### src/rtl/xp_pkg.sv
package xp_pkg;

  localparam int BYTE_W   = 8;
  localparam int PREFIX_W = 5;
  localparam int PTR_W    = 2;

  typedef enum logic [2:0] {
    BS_IDLE,
    BS_ADDR,
    BS_CMD,
    BS_WDATA,
    BS_RDATA
  } bus_state_t;

  localparam logic [PTR_W-1:0] SEL_PINS = 2'd0;
  localparam logic [PTR_W-1:0] SEL_OUT  = 2'd1;
  localparam logic [PTR_W-1:0] SEL_POL  = 2'd2;
  localparam logic [PTR_W-1:0] SEL_DIR  = 2'd3;

  // Upper seven bits of the received address byte against prefix and straps.
  function automatic logic addr_match(input logic [BYTE_W-1:0]   rx,
                                      input logic [PREFIX_W-1:0] prefix,
                                      input logic [1:0]          pins);
    return rx[BYTE_W-1:1] == {prefix, pins};
  endfunction

  // Byte presented to the master for a given pointer.
  function automatic logic [BYTE_W-1:0] read_value(input logic [PTR_W-1:0]  sel,
                                                   input logic [BYTE_W-1:0] pins,
                                                   input logic [BYTE_W-1:0] outv,
                                                   input logic [BYTE_W-1:0] pol,
                                                   input logic [BYTE_W-1:0] dir);
    logic [BYTE_W-1:0] v;
    case (sel)
      SEL_PINS: v = pins ^ pol;
      SEL_OUT:  v = outv;
      SEL_POL:  v = pol;
      default:  v = dir;
    endcase
    return v;
  endfunction

  // An input-direction pin has moved away from the last captured value.
  function automatic logic change_pending(input logic [BYTE_W-1:0] pins,
                                          input logic [BYTE_W-1:0] snap,
                                          input logic [BYTE_W-1:0] dir);
    return |((pins ^ snap) & dir);
  endfunction

endpackage

### src/rtl/xp_sync.sv
module xp_sync #(
  parameter int              W      = 1,
  parameter int              STAGES = 2,
  parameter logic [W-1:0]    RST_V  = '0
) (
  input  logic         clk,
  input  logic         rst_n,
  input  logic [W-1:0] d,
  output logic [W-1:0] q
);

  generate
    if (STAGES <= 1) begin : g_single
      logic [W-1:0] r;
      always_ff @(posedge clk or negedge rst_n) begin
        if (!rst_n) r <= RST_V;
        else        r <= d;
      end
      assign q = r;
    end else begin : g_chain
      logic [STAGES-1:0][W-1:0] chain;
      always_ff @(posedge clk or negedge rst_n) begin
        if (!rst_n) chain <= {STAGES{RST_V}};
        else        chain <= {chain[STAGES-2:0], d};
      end
      assign q = chain[STAGES-1];
    end
  endgenerate

endmodule

### src/rtl/xp_bus_lines.sv
module xp_bus_lines #(
  parameter int SYNC_STAGES = 2
) (
  input  logic clk,
  input  logic rst_n,
  input  logic scl_i,
  input  logic sda_i,
  output logic sda_s,
  output logic scl_rise,
  output logic scl_fall,
  output logic start_det,
  output logic stop_det
);

  logic [1:0] lines_s;
  logic       scl_s;
  logic       scl_d;
  logic       sda_d;

  xp_sync #(.W(2), .STAGES(SYNC_STAGES), .RST_V(2'b11)) u_sync (
    .clk   (clk),
    .rst_n (rst_n),
    .d     ({scl_i, sda_i}),
    .q     (lines_s)
  );

  assign scl_s = lines_s[1];
  assign sda_s = lines_s[0];

  always_ff @(posedge clk or negedge rst_n) begin
    if (!rst_n) begin
      scl_d <= 1'b1;
      sda_d <= 1'b1;
    end else begin
      scl_d <= scl_s;
      sda_d <= sda_s;
    end
  end

  assign scl_rise  =  scl_s & ~scl_d;
  assign scl_fall  = ~scl_s &  scl_d;
  assign start_det =  scl_s &  scl_d &  sda_d & ~sda_s;
  assign stop_det  =  scl_s &  scl_d & ~sda_d &  sda_s;

endmodule

### src/rtl/xp_byte_engine.sv
module xp_byte_engine
  import xp_pkg::*;
#(
  parameter logic [PREFIX_W-1:0] ADDR_PREFIX = 5'b11100
) (
  input  logic              clk,
  input  logic              rst_n,
  input  logic              sda_s,
  input  logic              scl_rise,
  input  logic              scl_fall,
  input  logic              start_det,
  input  logic              stop_det,
  input  logic [1:0]        addr_pins,
  input  logic [BYTE_W-1:0] rd_byte,
  output logic              sda_pull,
  output logic [BYTE_W-1:0] rx_byte,
  output logic              addr_done,
  output logic              addr_hit,
  output logic              cmd_stb,
  output logic              wr_stb,
  output logic              load_stb
);

  localparam int CNT_W = $clog2(BYTE_W + 1);
  localparam logic [CNT_W-1:0] FULL = CNT_W'(BYTE_W);

  bus_state_t        state;
  logic [CNT_W-1:0]  cnt;
  logic              in_ack;
  logic              rw;
  logic              pull;
  logic [BYTE_W-1:0] sh;
  logic [BYTE_W-1:0] tx;
  logic              byte_end;
  logic              rx_state;

  assign rx_state  = (state == BS_ADDR) || (state == BS_CMD) || (state == BS_WDATA);
  assign byte_end  = scl_fall && !in_ack && (cnt == FULL);

  assign addr_done = byte_end && (state == BS_ADDR);
  assign addr_hit  = addr_done && addr_match(sh, ADDR_PREFIX, addr_pins);
  assign cmd_stb   = byte_end && (state == BS_CMD);
  assign wr_stb    = byte_end && (state == BS_WDATA);
  assign load_stb  = in_ack && scl_rise &&
                     (((state == BS_ADDR) && rw) || ((state == BS_RDATA) && !sda_s));
  assign rx_byte   = sh;
  assign sda_pull  = pull;

  always_ff @(posedge clk or negedge rst_n) begin
    if (!rst_n) begin
      state  <= BS_IDLE;
      cnt    <= '0;
      in_ack <= 1'b0;
      rw     <= 1'b0;
      pull   <= 1'b0;
      sh     <= '0;
      tx     <= '1;
    end else if (start_det) begin
      state  <= BS_ADDR;
      cnt    <= '0;
      in_ack <= 1'b0;
      pull   <= 1'b0;
    end else if (stop_det) begin
      state  <= BS_IDLE;
      cnt    <= '0;
      in_ack <= 1'b0;
      pull   <= 1'b0;
    end else if (rx_state) begin
      if (!in_ack) begin
        if (scl_rise && (cnt < FULL)) begin
          sh  <= {sh[BYTE_W-2:0], sda_s};
          cnt <= cnt + 1'b1;
        end else if (byte_end) begin
          if ((state == BS_ADDR) && !addr_hit) begin
            state <= BS_IDLE;
          end else begin
            pull   <= 1'b1;
            in_ack <= 1'b1;
            if (state == BS_ADDR) rw <= sh[0];
          end
        end
      end else begin
        if (load_stb) tx <= rd_byte;
        if (scl_fall) begin
          in_ack <= 1'b0;
          cnt    <= '0;
          case (state)
            BS_ADDR: begin
              if (rw) begin
                state <= BS_RDATA;
                pull  <= ~tx[BYTE_W-1];
              end else begin
                state <= BS_CMD;
                pull  <= 1'b0;
              end
            end
            BS_CMD:  begin
              state <= BS_WDATA;
              pull  <= 1'b0;
            end
            default: pull <= 1'b0;
          endcase
        end
      end
    end else if (state == BS_RDATA) begin
      if (!in_ack) begin
        if (scl_rise && (cnt < FULL)) begin
          cnt <= cnt + 1'b1;
        end else if (scl_fall && (cnt < FULL) && (cnt != '0)) begin
          tx   <= {tx[BYTE_W-2:0], 1'b1};
          pull <= ~tx[BYTE_W-2];
        end else if (scl_fall && (cnt == FULL)) begin
          pull   <= 1'b0;
          in_ack <= 1'b1;
        end
      end else begin
        if (scl_rise) begin
          if (load_stb) begin
            tx <= rd_byte;
          end else begin
            state  <= BS_IDLE;
            in_ack <= 1'b0;
          end
        end else if (scl_fall) begin
          in_ack <= 1'b0;
          cnt    <= '0;
          pull   <= ~tx[BYTE_W-1];
        end
      end
    end
  end

endmodule

### src/rtl/xp_regs.sv
module xp_regs
  import xp_pkg::*;
#(
  parameter int SYNC_STAGES = 2
) (
  input  logic              clk,
  input  logic              rst_n,
  input  logic [BYTE_W-1:0] port_in,
  input  logic              cmd_stb,
  input  logic              wr_stb,
  input  logic              load_stb,
  input  logic [BYTE_W-1:0] rx_byte,
  output logic [BYTE_W-1:0] rd_byte,
  output logic [BYTE_W-1:0] out_reg,
  output logic [BYTE_W-1:0] pol_reg,
  output logic [BYTE_W-1:0] cfg_reg,
  output logic [PTR_W-1:0]  ptr,
  output logic [BYTE_W-1:0] port_seen,
  output logic              int_n
);

  logic [BYTE_W-1:0] snap;

  xp_sync #(.W(BYTE_W), .STAGES(SYNC_STAGES), .RST_V('0)) u_port_sync (
    .clk   (clk),
    .rst_n (rst_n),
    .d     (port_in),
    .q     (port_seen)
  );

  assign rd_byte = read_value(ptr, port_seen, out_reg, pol_reg, cfg_reg);

  always_ff @(posedge clk or negedge rst_n) begin
    if (!rst_n) begin
      ptr     <= SEL_PINS;
      out_reg <= '1;
      pol_reg <= '0;
      cfg_reg <= '1;
      snap    <= '0;
      int_n   <= 1'b1;
    end else begin
      if (cmd_stb) ptr <= rx_byte[PTR_W-1:0];
      if (wr_stb) begin
        case (ptr)
          SEL_OUT: out_reg <= rx_byte;
          SEL_POL: pol_reg <= rx_byte;
          SEL_DIR: cfg_reg <= rx_byte;
          default: ;
        endcase
      end
      if (load_stb && (ptr == SEL_PINS)) snap <= port_seen;
      int_n <= ~change_pending(port_seen, snap, cfg_reg);
    end
  end

endmodule

### src/rtl/xp_i2c_expander.sv
module xp_i2c_expander
  import xp_pkg::*;
#(
  parameter logic [PREFIX_W-1:0] ADDR_PREFIX = 5'b11100,
  parameter int                  SYNC_STAGES = 2
) (
  input  logic              clk,
  input  logic              rst_n,
  input  logic              scl_i,
  input  logic              sda_i,
  input  logic [1:0]        addr_pins,
  input  logic [BYTE_W-1:0] port_in,
  output logic              sda_pull,
  output logic              int_n,
  output logic [BYTE_W-1:0] out_reg,
  output logic [BYTE_W-1:0] pol_reg,
  output logic [BYTE_W-1:0] cfg_reg
);

  logic              sda_s;
  logic              scl_rise;
  logic              scl_fall;
  logic              start_det;
  logic              stop_det;
  logic [BYTE_W-1:0] rx_byte;
  logic [BYTE_W-1:0] rd_byte;
  logic [BYTE_W-1:0] port_seen;
  logic [PTR_W-1:0]  ptr;
  logic              addr_done;
  logic              addr_hit;
  logic              cmd_stb;
  logic              wr_stb;
  logic              load_stb;

  xp_bus_lines #(.SYNC_STAGES(SYNC_STAGES)) u_lines (
    .clk       (clk),
    .rst_n     (rst_n),
    .scl_i     (scl_i),
    .sda_i     (sda_i),
    .sda_s     (sda_s),
    .scl_rise  (scl_rise),
    .scl_fall  (scl_fall),
    .start_det (start_det),
    .stop_det  (stop_det)
  );

  xp_byte_engine #(.ADDR_PREFIX(ADDR_PREFIX)) u_engine (
    .clk       (clk),
    .rst_n     (rst_n),
    .sda_s     (sda_s),
    .scl_rise  (scl_rise),
    .scl_fall  (scl_fall),
    .start_det (start_det),
    .stop_det  (stop_det),
    .addr_pins (addr_pins),
    .rd_byte   (rd_byte),
    .sda_pull  (sda_pull),
    .rx_byte   (rx_byte),
    .addr_done (addr_done),
    .addr_hit  (addr_hit),
    .cmd_stb   (cmd_stb),
    .wr_stb    (wr_stb),
    .load_stb  (load_stb)
  );

  xp_regs #(.SYNC_STAGES(SYNC_STAGES)) u_regs (
    .clk       (clk),
    .rst_n     (rst_n),
    .port_in   (port_in),
    .cmd_stb   (cmd_stb),
    .wr_stb    (wr_stb),
    .load_stb  (load_stb),
    .rx_byte   (rx_byte),
    .rd_byte   (rd_byte),
    .out_reg   (out_reg),
    .pol_reg   (pol_reg),
    .cfg_reg   (cfg_reg),
    .ptr       (ptr),
    .port_seen (port_seen),
    .int_n     (int_n)
  );

endmodule

### config.mk
export PLATFORM = sky130hd
export DESIGN_NAME = xp_i2c_expander
export DESIGN_NICKNAME = d
export VERILOG_FILES = /design/src/rtl/xp_pkg.sv /design/src/rtl/xp_sync.sv /design/src/rtl/xp_bus_lines.sv /design/src/rtl/xp_byte_engine.sv /design/src/rtl/xp_regs.sv /design/src/rtl/xp_i2c_expander.sv
export SDC_FILE = /design/constraint.sdc
export NUM_CORES = 1
export LEC_CHECK = 0
export BUFFER_PORTS_ARGS = -buffer_cell sky130_fd_sc_hd__buf_2
export CAP_MARGIN = 10
export CORE_MARGIN = 5
export CORE_UTILIZATION = 60
export DETAILED_ROUTE_END_ITERATION = 8
export GPL_TIMING_DRIVEN = 0
export PLACE_DENSITY = 0.81
export SLEW_MARGIN = 20
export SYNTH_ARGS = -nofsm -noshare
export SYNTH_HDL_FRONTEND = slang
export SYNTH_SLANG_ARGS = --single-unit
### constraint.sdc
create_clock -name clk -period 3.7 [get_ports clk]
set_input_delay 0.185 -clock clk [delete_from_list [all_inputs] [get_ports clk]]
set_output_delay 0.185 -clock clk [all_outputs]
set_load 0.03 [all_outputs]
==> results.sh, run 1 <==
export IMPL_cts_sinks=83
export IMPL_hold_class="in2async"
export IMPL_fin_skew_ps=11.7
export IMPL_chipHeight_um=91.0
export IMPL_layout_drive_gt1_share_pct=38.3
export IMPL_drv_cap=0
export IMPL_ios=40
export IMPL_max_slew_worst_pin_slew_ps=800
export IMPL_synth_xor_area_share_pct=3.34
export IMPL_max_slew_margin_pct=46.2
export IMPL_ys_seq_area_share_pct=53.8
export IMPL_min_period_ps=2360
export IMPL_placedCellCount=442
export IMPL_routedWlPerCell_um=18.9
export IMPL_port_buffers=39
export IMPL_grt_pass1_vias=2936
export IMPL_status="finished, final reports clean"
export IMPL_slew_violations=0
export IMPL_setup_viol=0
export IMPL_vias_per_cell=6.14
export IMPL_path_cells="clkbuf_1, buf_2, buf_2, nand2_1, nor2_2, mux2_2"
export IMPL_netlist_instances=325
export IMPL_path_class="reg2reg"
export IMPL_ys_async_sr_fraction_pct=100
export IMPL_layout_commonest_cell="dfrtp_1"
export IMPL_ctsRootBufferMaster="clkbuf_8"
export IMPL_synth_fa_ha_area_share_pct=0.636
export IMPL_synth_area_leader_cell="dfrtp_1"
export IMPL_diodes=0
export IMPL_num_rows=29
export IMPL_p_leak_uw=0.00202
export IMPL_antenna_found_initial=0
export IMPL_grt_total_usage_pct=22.7
export IMPL_synth_cell_types=54
export IMPL_detail_route_wirelength_mm=8.88
export IMPL_cp_end_kind="flip-flop"
export IMPL_power_frac_comb_pct=25.1
export IMPL_fmax_mhz=424
export IMPL_coreArea_um2=6350
export IMPL_synth_compound_area_share_pct=13.5
export IMPL_post_cts_buffers=0
export IMPL_synthTopCellsByArea="dfrtp_1 33%, dfstp_2 21%, mux2_2 13%"
export IMPL_most_common_layout_cells="52 x dfrtp_1, 44 x mux2_2, 43 x buf_2"
export IMPL_yosys_area_share_simple_pct=12.7
export IMPL_nNetsFinal=403
export IMPL_slowest_stage="nor2_2"
export IMPL_die_width_um=91.0
export IMPL_path_clk_slew_ps=90
export IMPL_setup_tns_ps=0
export IMPL_seqPwrFrac_pct=49.8
export IMPL_post_cts_resized=0
export IMPL_switchingPower_uw=794
export IMPL_worstSetupStartpointType="flip-flop"
export IMPL_drc_errors=0
export IMPL_drtPass1Iterations=4
export IMPL_rsz0062_at_grt="false"
export IMPL_synth_area_um2=3940
export IMPL_numCtsBuffers=9
export IMPL_h_tree_depth=3
export IMPL_ys_ff_latch=83
export IMPL_path_common_cell="buf_2"
export IMPL_max_stage_delay_ps=500
export IMPL_finalHoldViolCount=0
export IMPL_dp_hpwl_mm=5.98
export IMPL_power_density_nw_per_um2=525
export IMPL_synth_warnings=0
export IMPL_sw_frac_of_total_pct=33.3
export IMPL_initial_utilization_pct=62.0
export IMPL_grt_overflow=0
export IMPL_pwr_share_clk_pct=25.0
export IMPL_regToRegSetupSlack_ps=1340
export IMPL_critPathRequiredTime_ps=3980
export IMPL_crit_fanout=10
export IMPL_grt_max_degree=55
export IMPL_clockBufferDepth=2
export IMPL_synth_nets=341
export IMPL_cp_arrival_ps=2640
export IMPL_synth_top_family_by_area="multiplexers"
export IMPL_cts_hold_fix_buffers=11
export IMPL_synth_edf_count=0
export IMPL_synth_top_area_share_pct=33.1
export IMPL_cts_tree="done"
export IMPL_area_growth_pct=15.5
export IMPL_grt_pass1_wl_mm=15.2
export IMPL_route_vias_total=2881
export IMPL_ant_nets=0
export IMPL_fin_crit_sh_pct=63.7
export IMPL_p_int_uw=1590
export IMPL_synth_mux_area_share_pct=13.6
export IMPL_place_congestion=0.898
export IMPL_ir_worst_vdd_mv=0.321
export IMPL_syn_area_per_cell_um2=12.1
export IMPL_ys_flop_type="dfrtp_1"
export IMPL_drt_iter0_drc=194
export IMPL_worstSkewPairLatency_ps=360
export IMPL_whs_ps=295
export IMPL_fin_cells=469
export IMPL_dieArea_um2=8280
## kinds of logic after synthesis
logic type | after synthesis
simple gates | 89
xor+xnor | 15
mux | 48
fa+ha+maj | 2
buf+inv | 21
compound gates | 67
flops | 83
## worst max-delay path, delay by kind of cell, from the launching register on
family | cells | cell delay, ps
muxes | 1 | 410
DFF | 1 | 330
and+or+nand+nor | 2 | 600
buffers and inverters | 3 | 940
## area by class of cell
class                      instances  area [um2]
timing repair buffer              51         335
buffer                            14        70.1
clock inverter                     7        52.6
fill                             427        1810
multi-input combinational        221        1720
tap                               77        96.3
clock buffer                       9         124
sequential                        83        2120
inverter                           7        26.3
## cells in the mapped netlist, drive strengths merged (4+ instances only)
| master | number |
|---|---|
| o32a | 7 |
| a22oi | 11 |
| or3 | 5 |
| xor2 | 13 |
| dfrtp | 52 |
| inv | 7 |
| nand2 | 24 |
| nand2b | 10 |
| o22a | 7 |
| nor2 | 21 |
| a21oi | 7 |
| nand3 | 8 |
| mux2i | 4 |
| clkbuf | 6 |
| dfstp | 31 |
| mux2 | 44 |
| nor3 | 4 |
| o21ai | 7 |
| buf | 8 |
| o2bb2ai | 10 |
## routing by layer
layer | share of wire [%] | vias up | track usage (%)
met5 | 0 | - | 0
met1 | 43 | 1441 | 30.9
met3 | 5.0 | 19 | 4.63
li1 | - | 1318 | -
met4 | 1.5 | 0 | 5.87
met2 | 51 | 103 | 37.4
## power by group through the flow
stage | Clock, uW | Sequential (uW) | Combinational, uW
finish | 597 | 1190 | 599
global route | 654 | 1210 | 662
CTS | 607 | 1190 | 594
detailed placement | 0 | 1200 | 579
global placement | 0 | 1190 | 561
floorplan | 0 | 1160 | 450
## per-stage QoR
stage	power [uW]	util, %	worst slack [ps]	instance area (um2)
detailed placement	1780	67.0	1380	4260
CTS	2390	71.5	1350	4540
global route	2520	71.5	1190	4540
global placement	1750	66.6	1430	4230
floorplan	1610	-	1710	3940
finish	2380	71.5	1340	4540
## final timing paths
path | from | end | cells after the start
worst max-delay path | u_regs.ptr[0] | u_regs.cfg_reg[1] | 6
worst min-delay path | rst_n | u_engine.sda_pull | 2
worst max register to register | u_regs.ptr[0] | u_regs.cfg_reg[1] | 6
worst min register to register | u_regs.u_port_sync.g_chain.chain[1] | u_regs.u_port_sync.q[1] | 0
max in group asynchronous | rst_n | u_regs.out_reg[4] | 3
min in group clk | u_regs.u_port_sync.g_chain.chain[1] | u_regs.u_port_sync.q[1] | 0
(Power assumes the default switching activity.)
==> inputs of run 2 (changes only) <==
- CORE_UTILIZATION: 60 -> 53
- PLACE_DENSITY: 0.81 -> 0.76
- clock period: 3.7 -> 2.1 ns (I/O delays scaled with it)
==> results.sh, run 2 (synthesis gave the netlist of run 1 again) <==
export IMPL_use_met1_pct=29.2
export IMPL_fin_cells=502
export IMPL_grt_max_degree=49
export IMPL_detail_route_wirelength_mm=9.19
export IMPL_ant_nets=0
export IMPL_slew_violations=0
export IMPL_layout_commonest_cell="dfrtp_1"
export IMPL_die_width_um=96.2
export IMPL_coreArea_um2=7250
export IMPL_grt_pass1_wl_mm=14.8
export IMPL_grt_pass1_vias=2952
export IMPL_antenna_found_initial=0
export IMPL_use_met3_pct=4.53
export IMPL_nNetsFinal=414
export IMPL_finalHoldViolCount=0
export IMPL_whs_ps=240
export IMPL_dieArea_um2=9250
export IMPL_crit_fanout=5
export IMPL_route_vias_total=2897
export IMPL_ios=40
export IMPL_num_rows=31
export IMPL_numCtsBuffers=9
export IMPL_clockBufferDepth=2
export IMPL_vias_per_cell=5.77
export IMPL_max_slew_margin_pct=46.7
export IMPL_path_class="reg2reg"
export IMPL_rsz0062_at_grt="false"
export IMPL_fin_skew_ps=9.80
export IMPL_place_congestion=0.911
export IMPL_power_density_nw_per_um2=931
export IMPL_chipHeight_um=96.2
export IMPL_hold_class="in2async"
export IMPL_worstSetupStartpointType="flip-flop"
export IMPL_status="finished, final reports clean"
export IMPL_min_period_ps=2030
export IMPL_port_buffers=39
export IMPL_fin_crit_sh_pct=96.8
export IMPL_multi_input_area_um2=1780
export IMPL_setup_tns_ps=0
export IMPL_diodes=0
export IMPL_cts_tree="done"
export IMPL_grt_busiest_layer="met2"
export IMPL_cp_arrival_ps=2280
export IMPL_routedWlPerCell_um=18.3
export IMPL_critPathRequiredTime_ps=2340
export IMPL_placedCellCount=464
export IMPL_layout_drive_gt1_share_pct=41.4
export IMPL_fmax_mhz=492
export IMPL_initial_utilization_pct=54.3
export IMPL_dp_hpwl_mm=6.19
export IMPL_most_common_layout_cells="51 x dfrtp_1, 43 x buf_2, 39 x mux2_2"
export IMPL_seq_area_um2=2120
export IMPL_drt_iter0_drc=178
export IMPL_ir_worst_vdd_mv=0.601
export IMPL_area_growth_pct=21.0
export IMPL_path_clk_slew_ps=90
export IMPL_worstSkewPairLatency_ps=360
export IMPL_met2_usage_pct=33.2
export IMPL_grt_total_usage_pct=21.2
export IMPL_p_leak_uw=0.00212
export IMPL_cts_sinks=83
export IMPL_fillers=573
export IMPL_drc_errors=0
export IMPL_grt_overflow=0
export IMPL_h_tree_depth=3
export IMPL_drtPass1Iterations=5
export IMPL_ctsRootBufferMaster="clkbuf_8"
export IMPL_max_slew_worst_pin_slew_ps=794
export IMPL_setup_viol=0
export IMPL_cp_end_kind="flip-flop"
export IMPL_drv_cap=0
[run 2: final timing paths]
kind | start | endpoint | slack (ps) | depth (start not counted)
hold reg to reg | u_regs.u_port_sync.g_chain.chain[7] | u_regs.u_port_sync.q[7] | 360 | 0
min in group clk | u_regs.u_port_sync.g_chain.chain[7] | u_regs.u_port_sync.q[7] | 360 | 0
hold / removal | rst_n | u_engine.state[0] | 240 | 2
setup reg to reg | u_engine.cnt[0] | u_regs.pol_reg[4] | 70 | 8
max in group asynchronous | rst_n | u_regs.out_reg[6] | 1220 | 3
setup / recovery | u_engine.cnt[0] | u_regs.pol_reg[4] | 70 | 8
[run 2: cell type report]
class                   instances  area share, %
flip-flops and latches         83           44.4
multi-input cells             221           37.3
repair buffers                 64           9.51
clock buffers                   9           2.60
well taps                      99           2.60
clock inverters                 7           1.79
plain buffers                  12           1.23
inverters                       7          0.552
[run 2: per-stage QoR]
step	total power [uW]	setup slack [ps]	util, %	cell area [um2]
after floorplan	2840	106	-	3940
after global placement	3100	-228	58.7	4250
after detailed placement	3140	-272	59.1	4280
after CTS	4370	9.12	64.6	4690
after global routing	4640	9.27	65.7	4760
final	4440	66.6	65.7	4760
[run 2: critical path, cell delays in order, from the launching register on]
cell and delay (ps):
dfrtp_1 420, inv_1 70, ha_1 130, and2b_2 190
and4_4 270, nand3_4 120, nor3b_4 240, buf_6 180
mux2_4 300
[run 2: where the power goes]
group	internal, uW	switching (uW)
registers	1870	227
clock network	570	636
logic	547	586
total	2990	1450
[run 2: timing repair]
action,4_1_cts,5_1_grt
endpoints found under the setup margin,34,21
resized for setup,5,10
hold endpoints to repair,33,0
pin swaps,3,2
hold buffers,11,0
setup buffers,7,6
[run 2: routing by layer]
metal	vias to the layer above	share of wire, %	routed length, um
met3	11	5.0	455
met4	0	1.4	128
li1	1342	-	-
met2	88	49	4530
met5	-	0	0
met1	1456	44	4070
==> inputs of run 3 (changes only) <==
- PLACE_DENSITY: 0.76 -> 0.78
- RECOVER_POWER: default -> 50
==> results.sh, run 3 (synthesis gave the netlist of run 1 again) <==
export IMPL_chipHeight_um=96.2
export IMPL_min_period_ps=2080
export IMPL_ant_nets=0
export IMPL_dp_hpwl_mm=6.06
export IMPL_hold_class="reg2reg"
export IMPL_fmax_mhz=482
export IMPL_most_common_layout_cells="51 x dfrtp_1, 43 x buf_2, 33 x mux2_2"
export IMPL_rsz0062_at_grt="true"
export IMPL_path_clk_slew_ps=90
export IMPL_drtPass1Iterations=5
export IMPL_drt_iter0_drc=236
export IMPL_num_rows=31
export IMPL_grt_total_usage_pct=21.6
export IMPL_ctsRootBufferMaster="clkbuf_8"
export IMPL_grt_pass1_vias=2964
export IMPL_layout_commonest_cell="dfrtp_1"
export IMPL_crit_fanout=9
export IMPL_slew_violations=0
export IMPL_hold_depth=0
export IMPL_critPathRequiredTime_ps=2330
export IMPL_power_uw=4600
export IMPL_layout_drive_gt1_share_pct=41.2
export IMPL_ir_worst_vdd_mv=0.554
export IMPL_initial_utilization_pct=54.3
export IMPL_worstSkewPairLatency_ps=350
export IMPL_clockBufferDepth=2
export IMPL_use_met3_pct=4.07
export IMPL_area_growth_pct=22.1
export IMPL_grt_pass1_wl_mm=15.1
export IMPL_drv_cap=0
export IMPL_r2r_start="u_lines.scl_d"
export IMPL_ff2ff_path_depth=7
export IMPL_fin_skew_ps=11.2
export IMPL_cts_sinks=83
export IMPL_finalHoldViolCount=0
export IMPL_fin_crit_sh_pct=98.9
export IMPL_drc_errors=0
export IMPL_detail_route_wirelength_mm=9.14
export IMPL_placedCellCount=464
export IMPL_ios=40
export IMPL_regToRegSetupSlack_ps=20
export IMPL_fillers=549
export IMPL_vias_per_cell=5.93
export IMPL_cp_arrival_ps=2310
export IMPL_pre_cts_ws_ps=-245
export IMPL_max_slew_worst_pin_slew_ps=953
export IMPL_h_tree_depth=3
export IMPL_worstSetupStartpointType="flip-flop"
export IMPL_cts_tree="done"
export IMPL_port_buffers=39
export IMPL_dieArea_um2=9250
export IMPL_p_leak_uw=0.00213
export IMPL_fin_cells=502
export IMPL_grt_busiest_layer="met2"
export IMPL_met2_usage_pct=33.8
export IMPL_route_vias_total=2976
export IMPL_timing_rr_end="u_regs.pol_reg[7]"
export IMPL_setup_slack_ps=23.5
export IMPL_antenna_found_initial=0
export IMPL_status="finished, final reports clean"
export IMPL_nNetsFinal=414
export IMPL_power_density_nw_per_um2=957
export IMPL_use_met1_pct=29.9
export IMPL_die_width_um=96.2
export IMPL_setup_viol=0
export IMPL_cp_end_kind="flip-flop"
export IMPL_min_from="u_regs.u_port_sync.g_chain.chain[0]"
export IMPL_min_to="u_regs.u_port_sync.q[0]"
export IMPL_post_route_util_pct=66.2
export IMPL_numCtsBuffers=9
export IMPL_place_congestion=0.895
export IMPL_max_slew_margin_pct=36.5
export IMPL_path_class="reg2reg"
export IMPL_grt_overflow=0
export IMPL_diodes=0
export IMPL_grt_max_degree=44
export IMPL_routedWlPerCell_um=18.2
export IMPL_coreArea_um2=7250
run 3: cell count changes in the layout (fill, tap and decap cells not counted), moves of 2 or more:
cell,change
mux2_2,-6
buf_4,-3
clkbuf_2,+2
mux2_4,+6
inv_6,-2
run 3: per-layer routing:
| metal | vias up | wire length [um] |
|---|---|---|
| met1 | 1487 | 4050 |
| met4 | 0 | 186 |
| met2 | 121 | 4380 |
| li1 | 1342 | - |
| met3 | 26 | 520 |
| met5 | - | 0 |
run 3: cell type report:
class	instances	area (um2)	share of cell area [%]
clock inverter	6	96.3	2.01
sequential	83	2120	44.1
buffer	13	71.3	1.48
inverter	7	26.3	0.547
timing repair buffer	63	435	9.06
tap	99	124	2.58
clock buffer	10	138	2.87
multi-input combinational	221	1800	37.4
run 3: timing repair:
action	CTS	global route
hold buffers	11	0
setup endpoints to repair	34	31
hold endpoints to repair	40	0
setup buffers	7	5
resized for setup	4	19
pin swaps	3	2
run 3: per-stage QoR:
step / instance area (um2) / TNS (ps) / hold WS, ps
2_1_floorplan: 3940 / 0 / -191
3_3_place_gp: 4250 / -4380 / 210
3_5_place_dp: 4280 / -5530 / 112
4_1_cts: 4710 / 0 / 273
5_1_grt: 4800 / -427 / 363
6_report: 4800 / 0 / 352
run 3: how the worst max path moves through the flow:
stage / startpoint / endpoint / slack (ps)
floorplan: u_lines.scl_d / u_regs.pol_reg[0] / 110
global placement: u_engine.cnt[0] / u_regs.pol_reg[5] / -200
detailed placement: u_engine.cnt[0] / u_regs.pol_reg[2] / -240
CTS: u_engine.cnt[0] / u_regs.pol_reg[4] / 8
global route: u_engine.cnt[0] / u_regs.pol_reg[4] / -50
finish: u_lines.scl_d / u_regs.pol_reg[7] / 20
run 3: critical path, stage by stage (launching register included):
cell,delay [ps]
dfstp_2,530
buf_6,140
and2b_2,180
and4_4,260
nand3_4,110
nor3b_4,240
buf_6,160
mux2_2,330
run 3: power by group:
group,internal [uW],total (uW),switching (uW)
combinational,566,1180,609
clock,717,1330,612
sequential,1870,2090,223
